`src/rtl/lms_pkg.sv`:
```
package lms_pkg;

  // State codes are visible on the debug pins; values are fixed.
  typedef enum logic [3:0] {
    ST_IDLE = 4'd0,
    ST_MAC  = 4'd1,
    ST_ERR  = 4'd2,
    ST_UPD  = 4'd3,
    ST_HOLD = 4'd4
  } lms_state_e;

endpackage

```
`src/rtl/lms_rst_sync.sv`:
```
module lms_rst_sync (
  input  logic clk,
  input  logic arst_n,
  output logic rst_sync_n
);

  logic [1:0] sync_q;

  always_ff @(posedge clk or negedge arst_n) begin
    if (!arst_n) sync_q <= 2'b00;
    else         sync_q <= {sync_q[0], 1'b1};
  end

  assign rst_sync_n = sync_q[1];

endmodule

```
`src/rtl/lms_sample_stack.sv`:
```
module lms_sample_stack #(
  parameter int DW = 8,
  parameter int N  = 8,
  parameter int IW = 3
) (
  input  logic                 clk,
  input  logic                 rst_n,
  input  logic                 push,
  input  logic signed [DW-1:0] din,
  input  logic [IW-1:0]        rd_idx,
  output logic signed [DW-1:0] rd_data
);

  logic signed [DW-1:0] stage_q [N];
  logic signed [DW-1:0] stage_d [N];

  // Tap 0 takes the new sample, each deeper tap takes its neighbour.
  for (genvar g = 0; g < N; g++) begin : g_tap
    if (g == 0) begin : g_head
      assign stage_d[g] = din;
    end else begin : g_body
      assign stage_d[g] = stage_q[g-1];
    end
  end

  always_ff @(posedge clk or negedge rst_n) begin
    if (!rst_n) begin
      for (int k = 0; k < N; k++) stage_q[k] <= '0;
    end else if (push) begin
      for (int k = 0; k < N; k++) stage_q[k] <= stage_d[k];
    end
  end

  assign rd_data = stage_q[rd_idx];

endmodule

```
`src/rtl/lms_weight_stack.sv`:
```
module lms_weight_stack #(
  parameter int WW = 16,
  parameter int N  = 8,
  parameter int IW = 3
) (
  input  logic                 clk,
  input  logic                 rst_n,
  input  logic                 wr_en,
  input  logic [IW-1:0]        idx,
  input  logic signed [WW-1:0] wr_data,
  output logic signed [WW-1:0] rd_data
);

  logic signed [WW-1:0] coef_q [N];
  logic [N-1:0]         tap_en;

  for (genvar g = 0; g < N; g++) begin : g_en
    assign tap_en[g] = wr_en && (idx == IW'(g));
  end

  always_ff @(posedge clk or negedge rst_n) begin
    if (!rst_n) begin
      for (int k = 0; k < N; k++) coef_q[k] <= '0;
    end else begin
      for (int k = 0; k < N; k++) begin
        if (tap_en[k]) coef_q[k] <= wr_data;
      end
    end
  end

  assign rd_data = coef_q[idx];

endmodule

```
`src/rtl/lms_ctrl.sv`:
```
module lms_ctrl
  import lms_pkg::*;
#(
  parameter int N           = 8,
  parameter int ITER_CYCLES = 175,
  parameter int IW          = 3,
  parameter int CW          = 8
) (
  input  logic          clk,
  input  logic          rst_n,
  input  logic          start,
  output lms_state_e    state,
  output logic [IW-1:0] idx,
  output logic          push
);

  lms_state_e    state_q, state_d;
  logic [IW-1:0] idx_q, idx_d;
  logic [CW-1:0] cyc_q, cyc_d;

  localparam logic [IW-1:0] LAST_TAP = IW'(N - 1);
  localparam logic [CW-1:0] LAST_CYC = CW'(ITER_CYCLES - 1);

  always_comb begin
    state_d = state_q;
    idx_d   = idx_q;
    cyc_d   = cyc_q;
    push    = 1'b0;
    unique case (state_q)
      ST_IDLE: begin
        if (start) begin
          push    = 1'b1;
          state_d = ST_MAC;
          idx_d   = '0;
          cyc_d   = CW'(1);
        end
      end
      ST_MAC: begin
        cyc_d = cyc_q + 1'b1;
        if (idx_q == LAST_TAP) begin
          state_d = ST_ERR;
          idx_d   = '0;
        end else begin
          idx_d = idx_q + 1'b1;
        end
      end
      ST_ERR: begin
        cyc_d   = cyc_q + 1'b1;
        state_d = ST_UPD;
        idx_d   = '0;
      end
      ST_UPD: begin
        cyc_d = cyc_q + 1'b1;
        if (idx_q == LAST_TAP) begin
          state_d = ST_HOLD;
          idx_d   = '0;
        end else begin
          idx_d = idx_q + 1'b1;
        end
      end
      ST_HOLD: begin
        if (cyc_q == LAST_CYC) begin
          state_d = ST_IDLE;
          cyc_d   = '0;
        end else begin
          cyc_d = cyc_q + 1'b1;
        end
      end
      default: begin
        state_d = ST_IDLE;
        idx_d   = '0;
        cyc_d   = '0;
      end
    endcase
  end

  always_ff @(posedge clk or negedge rst_n) begin
    if (!rst_n) begin
      state_q <= ST_IDLE;
      idx_q   <= '0;
      cyc_q   <= '0;
    end else begin
      state_q <= state_d;
      idx_q   <= idx_d;
      cyc_q   <= cyc_d;
    end
  end

  assign state = state_q;
  assign idx   = idx_q;

endmodule

```
`src/rtl/lms_canceller.sv`:
```
module lms_canceller
  import lms_pkg::*;
#(
  parameter int DW          = 8,
  parameter int NTAPS       = 8,
  parameter int WW          = 16,
  parameter int WFRAC       = 14,
  parameter int MU_SHIFT    = 6,
  parameter int ITER_CYCLES = 175
) (
  input  logic                 clk,
  input  logic                 rst_n,
  input  logic                 in_valid,
  input  logic signed [DW-1:0] in_ref,
  input  logic signed [DW-1:0] in_desired,
  output logic signed [DW-1:0] err_out,
  output logic                 ready,
  output logic [3:0]           dbg_state,
  output logic [3:0]           dbg_mul_in,
  output logic [3:0]           dbg_mul_out,
  output logic [3:0]           dbg_add_in
);

  localparam int IW   = (NTAPS > 1) ? $clog2(NTAPS) : 1;
  localparam int CW   = $clog2(ITER_CYCLES + 1);
  localparam int PW   = WW + DW;
  localparam int ACCW = PW + IW;

  localparam logic signed [ACCW-1:0] E_MAX = ACCW'((2 ** (DW - 1)) - 1);
  localparam logic signed [ACCW-1:0] E_MIN = ACCW'(-(2 ** (DW - 1)));
  localparam logic signed [ACCW-1:0] W_MAX = ACCW'((2 ** (WW - 1)) - 1);
  localparam logic signed [ACCW-1:0] W_MIN = ACCW'(-(2 ** (WW - 1)));

  function automatic logic signed [DW-1:0] clip_err(input logic signed [ACCW-1:0] v);
    if (v > E_MAX)      return E_MAX[DW-1:0];
    else if (v < E_MIN) return E_MIN[DW-1:0];
    else                return v[DW-1:0];
  endfunction

  function automatic logic signed [WW-1:0] clip_coef(input logic signed [ACCW-1:0] v);
    if (v > W_MAX)      return W_MAX[WW-1:0];
    else if (v < W_MIN) return W_MIN[WW-1:0];
    else                return v[WW-1:0];
  endfunction

  logic                 rst_sync_n;
  lms_state_e           state;
  logic [IW-1:0]        idx;
  logic                 push;
  logic signed [DW-1:0] x_rd;
  logic signed [WW-1:0] w_rd;

  logic signed [WW-1:0]   op_a;
  logic signed [PW-1:0]   prod;
  logic signed [PW-1:0]   prod_step;
  logic signed [ACCW-1:0] y_est;
  logic signed [ACCW-1:0] add_a;
  logic signed [ACCW-1:0] add_b;
  logic signed [ACCW-1:0] sum;

  logic signed [ACCW-1:0] acc_q, acc_d;
  logic signed [DW-1:0]   des_q, des_d;
  logic signed [DW-1:0]   err_q, err_d;
  logic                   rdy_q, rdy_d;
  logic                   coef_wr;
  logic signed [WW-1:0]   coef_new;

  lms_rst_sync u_rst (
    .clk        (clk),
    .arst_n     (rst_n),
    .rst_sync_n (rst_sync_n)
  );

  lms_ctrl #(
    .N           (NTAPS),
    .ITER_CYCLES (ITER_CYCLES),
    .IW          (IW),
    .CW          (CW)
  ) u_ctrl (
    .clk   (clk),
    .rst_n (rst_sync_n),
    .start (in_valid),
    .state (state),
    .idx   (idx),
    .push  (push)
  );

  lms_sample_stack #(
    .DW (DW),
    .N  (NTAPS),
    .IW (IW)
  ) u_samples (
    .clk     (clk),
    .rst_n   (rst_sync_n),
    .push    (push),
    .din     (in_ref),
    .rd_idx  (idx),
    .rd_data (x_rd)
  );

  lms_weight_stack #(
    .WW (WW),
    .N  (NTAPS),
    .IW (IW)
  ) u_coefs (
    .clk     (clk),
    .rst_n   (rst_sync_n),
    .wr_en   (coef_wr),
    .idx     (idx),
    .wr_data (coef_new),
    .rd_data (w_rd)
  );

  // Shared multiplier: coefficient times sample while filtering,
  // error times sample while adapting.
  always_comb begin
    if (state == ST_MAC) op_a = w_rd;
    else                 op_a = {{(WW - DW){err_q[DW-1]}}, err_q};
    prod      = op_a * x_rd;
    prod_step = prod >>> MU_SHIFT;
    y_est     = acc_q >>> WFRAC;
  end

  // Shared adder operand selection.
  always_comb begin
    unique case (state)
      ST_MAC: begin
        add_a = acc_q;
        add_b = ACCW'(prod);
      end
      ST_ERR: begin
        add_a = ACCW'(des_q);
        add_b = -y_est;
      end
      ST_UPD: begin
        add_a = ACCW'(w_rd);
        add_b = ACCW'(prod_step);
      end
      default: begin
        add_a = '0;
        add_b = '0;
      end
    endcase
    sum = add_a + add_b;
  end

  always_comb begin
    acc_d    = acc_q;
    des_d    = des_q;
    err_d    = err_q;
    rdy_d    = 1'b0;
    coef_wr  = (state == ST_UPD);
    coef_new = clip_coef(sum);
    if (push) begin
      acc_d = '0;
      des_d = in_desired;
    end
    if (state == ST_MAC) acc_d = sum;
    if (state == ST_ERR) begin
      err_d = clip_err(sum);
      rdy_d = 1'b1;
    end
  end

  always_ff @(posedge clk or negedge rst_sync_n) begin
    if (!rst_sync_n) begin
      acc_q <= '0;
      des_q <= '0;
      err_q <= '0;
      rdy_q <= 1'b0;
    end else begin
      acc_q <= acc_d;
      des_q <= des_d;
      err_q <= err_d;
      rdy_q <= rdy_d;
    end
  end

  assign err_out     = err_q;
  assign ready       = rdy_q;
  assign dbg_state   = state;
  assign dbg_mul_in  = x_rd[3:0];
  assign dbg_mul_out = prod[3:0];
  assign dbg_add_in  = add_b[3:0];

endmodule

```
`config.mk`:
```
export PLATFORM = sky130hd
export DESIGN_NAME = lms_canceller
export DESIGN_NICKNAME = d
export VERILOG_FILES = /design/src/rtl/lms_pkg.sv /design/src/rtl/lms_rst_sync.sv /design/src/rtl/lms_sample_stack.sv /design/src/rtl/lms_weight_stack.sv /design/src/rtl/lms_ctrl.sv /design/src/rtl/lms_canceller.sv
export SDC_FILE = /design/constraint.sdc
export NUM_CORES = 1
export LEC_CHECK = 0
export BUFFER_PORTS_ARGS = -buffer_cell sky130_fd_sc_hd__buf_2
export CAP_MARGIN = 25
export CORE_ASPECT_RATIO = 0.6
export CORE_MARGIN = 10
export CORE_UTILIZATION = 50
export DETAILED_ROUTE_END_ITERATION = 10
export GPL_ROUTABILITY_DRIVEN = 1
export PLACE_DENSITY = 0.66
export SETUP_SLACK_MARGIN = 0.1
export SLEW_MARGIN = 40
export SYNTH_ARGS = -nofsm -noshare
export SYNTH_HDL_FRONTEND = slang
export SYNTH_SLANG_ARGS = --single-unit
```
`constraint.sdc`:
```
create_clock -name clk -period 20.6 [get_ports clk]
set_input_delay 4.12 -clock clk [delete_from_list [all_inputs] [get_ports clk]]
set_output_delay 4.12 -clock clk [all_outputs]
set_load 0.01 [all_outputs]
```
# Word level (Yosys, flattened, before mapping)

Index checks and enable logic that the tools add are counted.

Add/sub/neg operators: 4
$mul: 1
Order comparisons: 5
Equal/unequal tests: 16
Multiplexer cells: 29
Bitwise logic cells: 2
Reductions and logical operators: 15

Operator list:

| kind                                                             | count |
|---|---|
| one-hot mux 27 bit (3 select lines)                              | 2 |
| 2-to-1 mux 16 bit                                                | 5 |
| 2-to-1 mux 27 bit                                                | 2 |
| binary-select mux 16 bit (select 3 bit)                          | 1 |
| 2-to-1 mux 8 bit                                                 | 6 |
| adder 27 bit                                                     | 1 |
| greater-than comparator 27 x 16 -> 1 bit (second input constant) | 1 |
| greater-than comparator 27 x 8 -> 1 bit (second input constant)  | 1 |
| < comparator 27 x 16 -> 1 bit (second input constant)            | 1 |
| < comparator 27 x 8 -> 1 bit (second input constant)             | 1 |
| negator 13 -> 27 bit                                             | 1 |
| binary-select mux 8 bit (select 3 bit)                           | 1 |
| multiplier 16 x 8 -> 24 bit                                      | 1 |
| one-hot mux 8 bit (3 select lines)                               | 1 |
| one-hot mux 4 bit (5 select lines)                               | 1 |
| 2-to-1 mux 4 bit                                                 | 4 |
| equality test 3 bit (second input constant)                      | 4 |
| one-hot mux 3 bit (3 select lines)                               | 1 |
| adder 8 x 1 -> 8 bit (second input constant)                     | 1 |
| equality test 4 x 2 -> 1 bit (second input constant)             | 2 |
| equality test 8 bit (second input constant)                      | 1 |
| logical AND 1 bit                                                | 8 |
| equality test 3 x 2 -> 1 bit (second input constant)             | 2 |
| 2-to-1 mux 3 bit                                                 | 2 |
| other kinds (17)                                                 | 21 |

Flip-flop bits (word level): 253
Bits of input ports: 19
Logic and storage cells: 96

# Longest topological paths before layout

Gate-level depths: netlist (run 1).

Depth in word-level cells: 11
Gate-level depth with buffers: 40
Depth with buffers taken out: 35

# Hierarchy

A second synthesis (run 1) with hierarchy kept.

Cells, all modules: 1756
Area, all modules: 18926.9 um^2

By module, submodules not included:

| module           | times used | cells each | area each (um^2) | sequential area each (um^2) |
|---|---|---|---|---|
| lms_canceller    | 1          | 1114       | 9128.8           | 1101.1 |
| lms_weight_stack | 1          | 395        | 5999.5           | 3203.1 |
| lms_sample_stack | 1          | 164        | 2906.5           | 1601.5 |
| lms_ctrl         | 1          | 80         | 838.3            | 350.3 |
| lms_rst_sync     | 1          | 3          | 53.8             | 50.0 |

# Least setup slack after synthesis (run 1)

Ideal clock, no wire load.

Kind: register to output
Start: register u_ctrl.idx_q[0], in the netlist u_ctrl.idx[0]
End: output port dbg_add_in[3]
Arrival: 6266 ps
Required time: 16480 ps
Path slack: 10214 ps
Stages on the path, launching flop included: 23
Path through: dfrtp_1 > clkbuf_1 > buf_1 > buf_1 > mux4_2 > mux2i_1 > clkbuf_1 > nor2_1 > fa_1 > inv_1 > fa_1 > inv_1 > fa_1 > inv_1 > fa_1 > inv_1 > ha_1 > o21ai_0 > o21ai_0 > a21oi_1 > xnor2_1 > a21oi_1 > o22ai_1

Word-level cells in the longest chain between the ends: 7

Ends and longest elaborated chain:

| what                                                 | RTL line                                       | source |
|---|---|---|
| start: declaration                                   | lms_ctrl.sv:18                                 | `logic [IW-1:0] idx_q, idx_d;` |
| start signal: assignment                             | lms_ctrl.sv:84                                 | `idx_q <= idx_d;` |
| NOT 3 -> 4 bit (not written as such) (*)             | lms_sample_stack.sv:34, lms_weight_stack.sv:31 |  |
| binary-select mux 16 bit (select 3 bit)              | lms_weight_stack.sv:31                         | `assign rd_data = coef_q[idx];` |
| 2-to-1 mux 16 bit (not written as such) (2 in a row) | lms_weight_stack.sv:31                         |  |
| 2-to-1 mux 16 bit                                    | lms_canceller.sv:117                           | `if (state == ST_MAC) op_a = w_rd;` |
| multiplier 16 x 8 -> 24 bit (*)                      | lms_canceller.sv:119                           | `prod = op_a * x_rd;` |
| one-hot mux 27 bit (3 select lines) (*)              | lms_canceller.sv:126                           | `unique case (state)` |
| end: declaration                                     | lms_canceller.sv:21                            | `output logic [3:0] dbg_add_in` |

Every way passes the cells marked *; elsewhere a longest branch is shown, timed or not. The select of a mux whose other input is x is not followed.

# Worst setup path after layout (run 1)

Start: register u_ctrl.state_q[0], in the netlist u_ctrl.state[0]
End: register u_coefs.coef_q[108] in the netlist's numbering

Word-level cells in the longest chain between the ends: 8

Ends and longest elaborated chain:

| what                                | RTL line                                   | source |
|---|---|---|
| start: declaration                  | lms_ctrl.sv:17                             | `lms_state_e state_q, state_d;` |
| start signal: assignment            | lms_ctrl.sv:83                             | `state_q <= state_d;` |
| equality test 4 x 1 -> 1 bit        | lms_canceller.sv:117, lms_canceller.sv:126 |  |
| 2-to-1 mux 16 bit                   | lms_canceller.sv:117                       |  |
| multiplier 16 x 8 -> 24 bit         | lms_canceller.sv:119                       |  |
| one-hot mux 27 bit (3 select lines) | lms_canceller.sv:126                       |  |
| adder 27 bit                        | lms_canceller.sv:144                       | `sum = add_a + add_b;` |
| < comparator 27 x 16 -> 1 bit       | lms_canceller.sv:42                        | `else if (v < W_MIN) return W_MIN[WW-1:0];` |
| 2-to-1 mux 16 bit                   | lms_canceller.sv:42                        |  |
| 2-to-1 mux 16 bit                   | lms_canceller.sv:41                        | `if (v > W_MAX) return W_MAX[WW-1:0];` |
| end signal: indexed assignment      | lms_weight_stack.sv:26                     | `if (tap_en[k]) coef_q[k] <= wr_data;` |
| end: declaration                    | lms_weight_stack.sv:14                     | `logic signed [WW-1:0] coef_q [N];` |

Several ways; a longest one is shown, not always the timed one.
A chain may end at the register's enable or synchronous reset.

==> reports/metrics.cfg, run 1 <==
[outcome]
status=completed

[logic_synthesis]
synthArstFlopShare_pct=100.0
syn-num-nets=2058
yosysTopAreaCell=dfrtp_1
dominantRegCellSynth=dfrtp_1
synth_seq_cells=252
synth_cell_types=74
synth_area_mm2=0.01804
netlist_top_cells_area=dfrtp_1 35%, fa_1 12%, mux4_2 6.0%
syn_avg_cell_area_um2=9.724
syn_inst=1855
yosys.area.top_type_share_pct=34.96
synth_most_common_cell=nor2_1
seq_area_frac_synth_pct=34.96
yosys_warnings=0
synth_edf_count=0
synth_common_cells=282 x nor2_1, 252 x dfrtp_1, 198 x a21oi_1

[routing]
routed_wl_mm=52.99
routed-wl-met2_mm=21.02
wl_met1_mm=24.76
drc=0
postRouteAntennaNets=0
vias_per_cell=6.105
routed-wl-met3_mm=6.502
wire_per_inst_um=22.71
dr.max_layer_used=met4
drt_pass1_iterations=5
drt_first_iter_violations=1503
vias=14240

[sta]
setup_viol_count_final=0
layout_min_cycle_time_ns=11.64
slew_violations=0
slew-limit-headroom_pct=42.05
hold_ws_ns=0.2666
period_share_pct=56.53
hold_viol_final=0
worstMarginPinSlew_ns=0.8450
fmax_ghz=0.08588
final.setup.tns_ns=0
rsz0062_at_grt=false
fin_skew_ns=0.02635

[placed_design]
place.gp.congestion=0.9937
io_buffers=42
place_hpwl_mm=39.28

[final_layout]
multiInputGateArea_mm2=0.01074
drive_gt1_share_pct=14.63
area_growth_pct=8.179
n_antenna_cell=0
ff_latch_area_mm2=0.006315
final_util_pct=55.31
nets=2052
nFillCells=3108

[floorplanning]
design.die.area_mm2=0.04432
start_util_pct=51.13
die_x_um=265.2
row_count=53
core_mm2=0.03528
die_h_um=167.1
ios=44

[clock_tree]
holdBufCountCts=0
clk_latency_ns=0.55
cts_buffers=25
cts.sinks=252
post-cts-setup-buffer-count=0
clockBufferDepth=3
htree_levels=1
cts_resized=0
clk_pin_slew_ns=0.07
clock_tree.root_cell=clkbuf_16
tritoncts=done

[min_path]
hold_class=flop to asynchronous set/reset pin

[setup_path]
startpoint_type=flop
r2r_slack_ns=8.96
crit_arrival_ns=12.03
path_max_fanout=27
path_delay_family=simple AND/OR/NAND/NOR gates
r2r_end=u_coefs.coef_q[108]
critical_path_class=flop to flop
crit_path_top_delay_cell=nor2_2
reg2reg_depth=33
worstPathBufferInverterCount=4
slowest_delay_ns=0.80
crit_start=u_ctrl.state[0]
reg2reg_from=u_ctrl.state[0]
crit_cells=33
endpoint_kind=flop
crit_required_ns=20.98
critPathMostFrequentCell=fa_1

[global_route]
grt_pass1_wl_mm=83.62
grt_max_degree=110
grt_usage_pct=23.86
overflow=0
grt_pass1_vias=14120
antenna_found_initial=0

[flow_run]
cap_violations=0

## per-stage QoR
stage          setup slack [ns]  cells  cell area, µm²
2_1_floorplan             10.21   1855           18040
3_3_place_gp              8.849   2287           18590
3_5_place_dp              9.128   2289           18670
4_1_cts                   8.988   2333           19490
5_1_grt                   8.256   2333           19510
6_report                  8.956   2333           19510
## flip-flops by register name (all words and copies together), names as in the netlist
register,flops
u_coefs.coef_q,128
u_samples.stage_d,56
acc_q,27
des_q,8
err_out,8
u_ctrl.cyc_q,8
u_samples.stage_q,8
u_ctrl.idx,3
u_ctrl.state,3
u_rst.sync_q,2
ready,1
## layout by cell type, fill, tap and decap left out, drive strengths merged, types with 6 or more instances in the layout
cell type / count
ha: 80
o211ai: 9
nor2b: 15
xnor2: 34
nand3: 18
o21a: 11
o21ai: 95
clkbuf: 32
inv: 170
clkinv: 8
a21oi: 199
a21o: 34
and3: 13
nor2: 290
nand2: 95
nor3: 16
fa: 104
xor2: 24
buf: 62
dfrtp: 252
mux2i: 28
nand2b: 18
a211oi: 9
mux2: 76
or2: 12
a22o: 20
mux4: 48
nand4: 6
## cells by family after synthesis
group           after synthesis  synth area share (%)
buf+inv                     265                 5.848
xor+xnor                     58                 2.858
mux                         152                 12.29
other cells                   2               0.04164
simple gates                508                 12.34
fa+ha+maj                   184                 17.09
compound gates              434                 14.57
flops                       252                 34.96
## area by class of cell
class | count | area share [%]
Clock inverter | 12 | 0.6605
Multi-Input combinational cell | 1338 | 55.04
Clock buffer | 32 | 3.546
Tap cell | 467 | 2.995
Inverter | 170 | 3.277
Timing Repair Buffer | 62 | 2.116
Sequential cell | 252 | 32.36
## worst max path at each step
stage | endpoint | slack (ns)
detailed placement | u_coefs.coef_q[100] | 9.13
floorplan | dbg_add_in[3] | 10.21
global route | u_coefs.coef_q[8] | 8.26
CTS | dbg_add_in[3] | 8.99
finish | u_coefs.coef_q[108] | 8.96
global placement | u_coefs.coef_q[37] | 8.85
## worst register-to-register path, delay by kind of cell (launching register included)
kind                       cells  cell delay, ns
xor gates and xnor gates       1            0.68
adders and majority gates      6            3.10
and+or+nand+nor               14            4.48
DFF                            1            0.78
buffers and inverters          4            0.78
AOI/OAI and AO/OA              8            1.64
## routing by layer
layer | vias to the layer above | GRT usage, %
li1 | 6330 | -
met1 | 7182 | 35.62
met2 | 668 | 32.61
met3 | 62 | 9.157
met4 | 0 | 3.162
met5 | - | 0
Power of run 1 is not shown: default switching activity piles up to over one toggle a cycle in this logic, so the estimate is an artifact.
==> run 2: changes to the inputs <==
ABC_AREA = 1   (was default)
PLACE_DENSITY = 0.69   (was 0.66)
clock period = 10.41 ns   (was 20.6 ns; I/O delays follow)
==> run 2 against run 1 <==
Wire length up 11%. Fmax up 21%. Register-to-register slack worse by 8.2 ns. Die area up 4.5%. Design area up 5.6%. Synthesized cell count up 38%. Largest cell class unchanged. Highest routed layer unchanged.
==> reports/metrics.cfg, run 2 <==
[routing]
postRouteAntennaNets=0  ; unchanged
vias=17400  ; +22%
vias_per_cell=5.614  ; -8.0%
drc=0  ; unchanged
drt_first_iter_violations=2241  ; +49%
wire_per_inst_um=18.98  ; -16%
routed_wl_mm=58.81  ; +11%
drt_pass1_iterations=5  ; unchanged

[global_route]
grt_max_degree=91  ; -17%
grt_pass1_wl_mm=93.39  ; +12%
antenna_found_initial=0  ; unchanged
overflow=0  ; unchanged
grt_pass1_vias=16630  ; +18%
grt_usage_pct=25.31  ; +1.4 points

[sta]
worst_slack_ns=0.7823  ; -8.173 ns
rsz0062_at_grt=false
fin_skew_ns=0.01843  ; -0.007916 ns
worstMarginPinSlew_ns=0.8294  ; -0.01560 ns
period_share_pct=92.48  ; +36 points
slew_violations=0  ; unchanged
slew-limit-headroom_pct=44.65  ; +2.6 points
layout_min_cycle_time_ns=9.628  ; -2.017 ns
final.setup.tns_ns=0  ; unchanged
fmax_ghz=0.1039  ; +21%
hold_viol_final=0  ; unchanged
setup_viol_count_final=0  ; unchanged

[placed_design]
pre_cts_slack_ns=0.8778  ; -8.250 ns
io_buffers=42  ; unchanged
place_hpwl_mm=44.21  ; +13%
place.gp.congestion=0.9936  ; about the same

[setup_path]
path_max_fanout=40  ; +48%
crit_required_ns=10.86  ; -10.12 ns
endpoint_kind=flop
r2r_slack_ns=0.78  ; -8.17 ns
reg2reg_depth=46  ; +39%
r2r_end=u_coefs.coef_q[96]
reg2reg_from=u_ctrl.idx[0]
critPathMostFrequentCell=nand2_1
slowest_delay_ns=0.55  ; -0.25 ns
critical_path_class=flop to flop
crit_path_top_delay_cell=fa_1
startpoint_type=flop
crit_arrival_ns=10.08  ; -1.95 ns
crit_start=u_ctrl.idx[0]

[logic_synthesis]
synth_edf_count=0  ; unchanged
dominantRegCellSynth=dfrtp_1
syn_inst=2563  ; +38%
yosysTopAreaCell=dfrtp_1
synth_area_mm2=0.01895  ; +5.0%
synth_seq_cells=252  ; unchanged
seq_area_frac_synth_pct=33.28  ; -1.7 points
synth_most_common_cell=nand2_1
syn_avg_cell_area_um2=7.392  ; -24%
synthArstFlopShare_pct=100.0  ; unchanged
synth_common_cells=559 x nand2_1, 416 x inv_1, 260 x nor2_1
syn-num-nets=2766  ; +34%
yosys_warnings=0  ; unchanged
yosys.area.top_type_share_pct=33.28  ; -1.7 points
netlist_top_cells_area=dfrtp_1 33%, nand2_1 11%, fa_1 11%
synth_cell_types=48  ; -35%

[clock_tree]
htree_levels=1  ; unchanged
clockBufferDepth=3  ; unchanged
holdBufCountCts=0  ; unchanged
tritoncts=done
clk_latency_ns=0.54  ; about the same
clock_tree.root_cell=clkbuf_16
clk_pin_slew_ns=0.06  ; about the same
cts.sinks=252  ; unchanged
cts_buffers=25  ; unchanged

[floorplanning]
start_util_pct=50.43  ; -0.70 points
die_h_um=170.8  ; +2.2%
row_count=55  ; +3.8%
ios=44  ; unchanged
core_mm2=0.03757  ; +6.5%
design.die.area_mm2=0.04634  ; +4.5%
die_x_um=271.3  ; +2.3%

[final_layout]
n_antenna_cell=0  ; unchanged
regMostFlops=u_coefs.coef_q
largest_reg_flops=128  ; unchanged
nets=2773  ; +35%
area_growth_pct=8.704
final_common_cell=nand2_1
drive_gt1_share_pct=8.005  ; -6.6 points
final_cell_mix=558 x nand2_1, 415 x inv_1, 258 x nor2_1

[outcome]
status=completed

[flow_run]
cap_violations=0  ; unchanged

[min_path]
hold_class=flop to asynchronous set/reset pin

==> run 2: cell types whose count changed after synthesis, sizes merged, moves of 24 or more <==
cell | previous run | this run
mux2i | 28 | 0
nand3 | 18 | 89
xnor2 | 34 | 5
mux2 | 76 | 20
nand2 | 95 | 585
a31oi | 3 | 45
a21o | 34 | 6
mux4 | 48 | 0
inv | 169 | 421
o21ai | 95 | 250
a21oi | 199 | 175
==> run 2: through the flow <==
| stage | hold slack, ns | cell area (µm²) | util (%) | std cells |
|---|---|---|---|---|
| after detailed placement | 0.2856 | 19820 | 52.76 | 3056 |
| after global placement | 0.3369 | 19770 | 52.62 | 3054 |
| after global routing | 0.3232 | 20600 | 54.82 | 3099 |
| after CTS | 0.2950 | 20570 | 54.76 | 3099 |
| final | 0.2766 | 20600 | 54.82 | 3099 |
| after floorplan | 0.3312 | 18950 | - | 2563 |
==> run 2: worst max path at each step <==
stage / end
after floorplan: u_coefs.coef_q[102]
after global placement: u_coefs.coef_q[96]
after detailed placement: u_coefs.coef_q[96]
after CTS: u_coefs.coef_q[96]
after global routing: u_coefs.coef_q[96]
final: u_coefs.coef_q[96]
==> run 2: kinds of logic (layout without fill, tap and decap cells) <==
family | count (synthesis) | after routing | share of synthesized area (%)
XOR/XNOR | 24 | 24 | 1.109
multiplexers | 20 | 20 | 1.189
other | 2 | 2 | 0.03964
AO/OA/AOI/OAI | 539 | 539 | 15.34
flip-flops | 252 | 252 | 33.28
AND/OR/NAND/NOR | 1012 | 1012 | 22.07
adder cells (fa/ha/maj) | 184 | 184 | 16.27
buffers and inverters | 530 | 553 | 10.70
==> run 2: area by class of cell <==
class	count	area [µm²]
fill	3595	16980
clock buffer	38	694.4
timing repair buffer	88	624.3
tap	513	641.9
sequential	252	6312
inverter	422	1587
multi-input combinational	1781	10680
clock inverter	5	57.56
==> run 2: repair_timing <==
item | 4_1_cts | 5_1_grt
endpoints found under the setup margin | 0 | 92
gates resized for setup | 0 | 7
setup buffers | 0 | 0
==> run 2: routing by layer <==
layer | global-route usage, % | part of all wire, % | up-vias
li1 | - | - | 8162
met1 | 37.80 | 46 | 8287
met2 | 35.16 | 40 | 861
met3 | 7.375 | 12 | 87
met4 | 5.800 | 2.2 | 0
met5 | 0 | 0 | -
==> run 2: worst max-delay path, delay by kind of cell (launching register included) <==
family                     cells  cell delay, ns
DFF                            1            0.44
adders and majority gates      6            2.90
and+or+nand+nor               23            3.34
AOI/OAI and AO/OA             10            1.57
buffers and inverters          7            1.21
Power of run 2 is left out for the same reason.
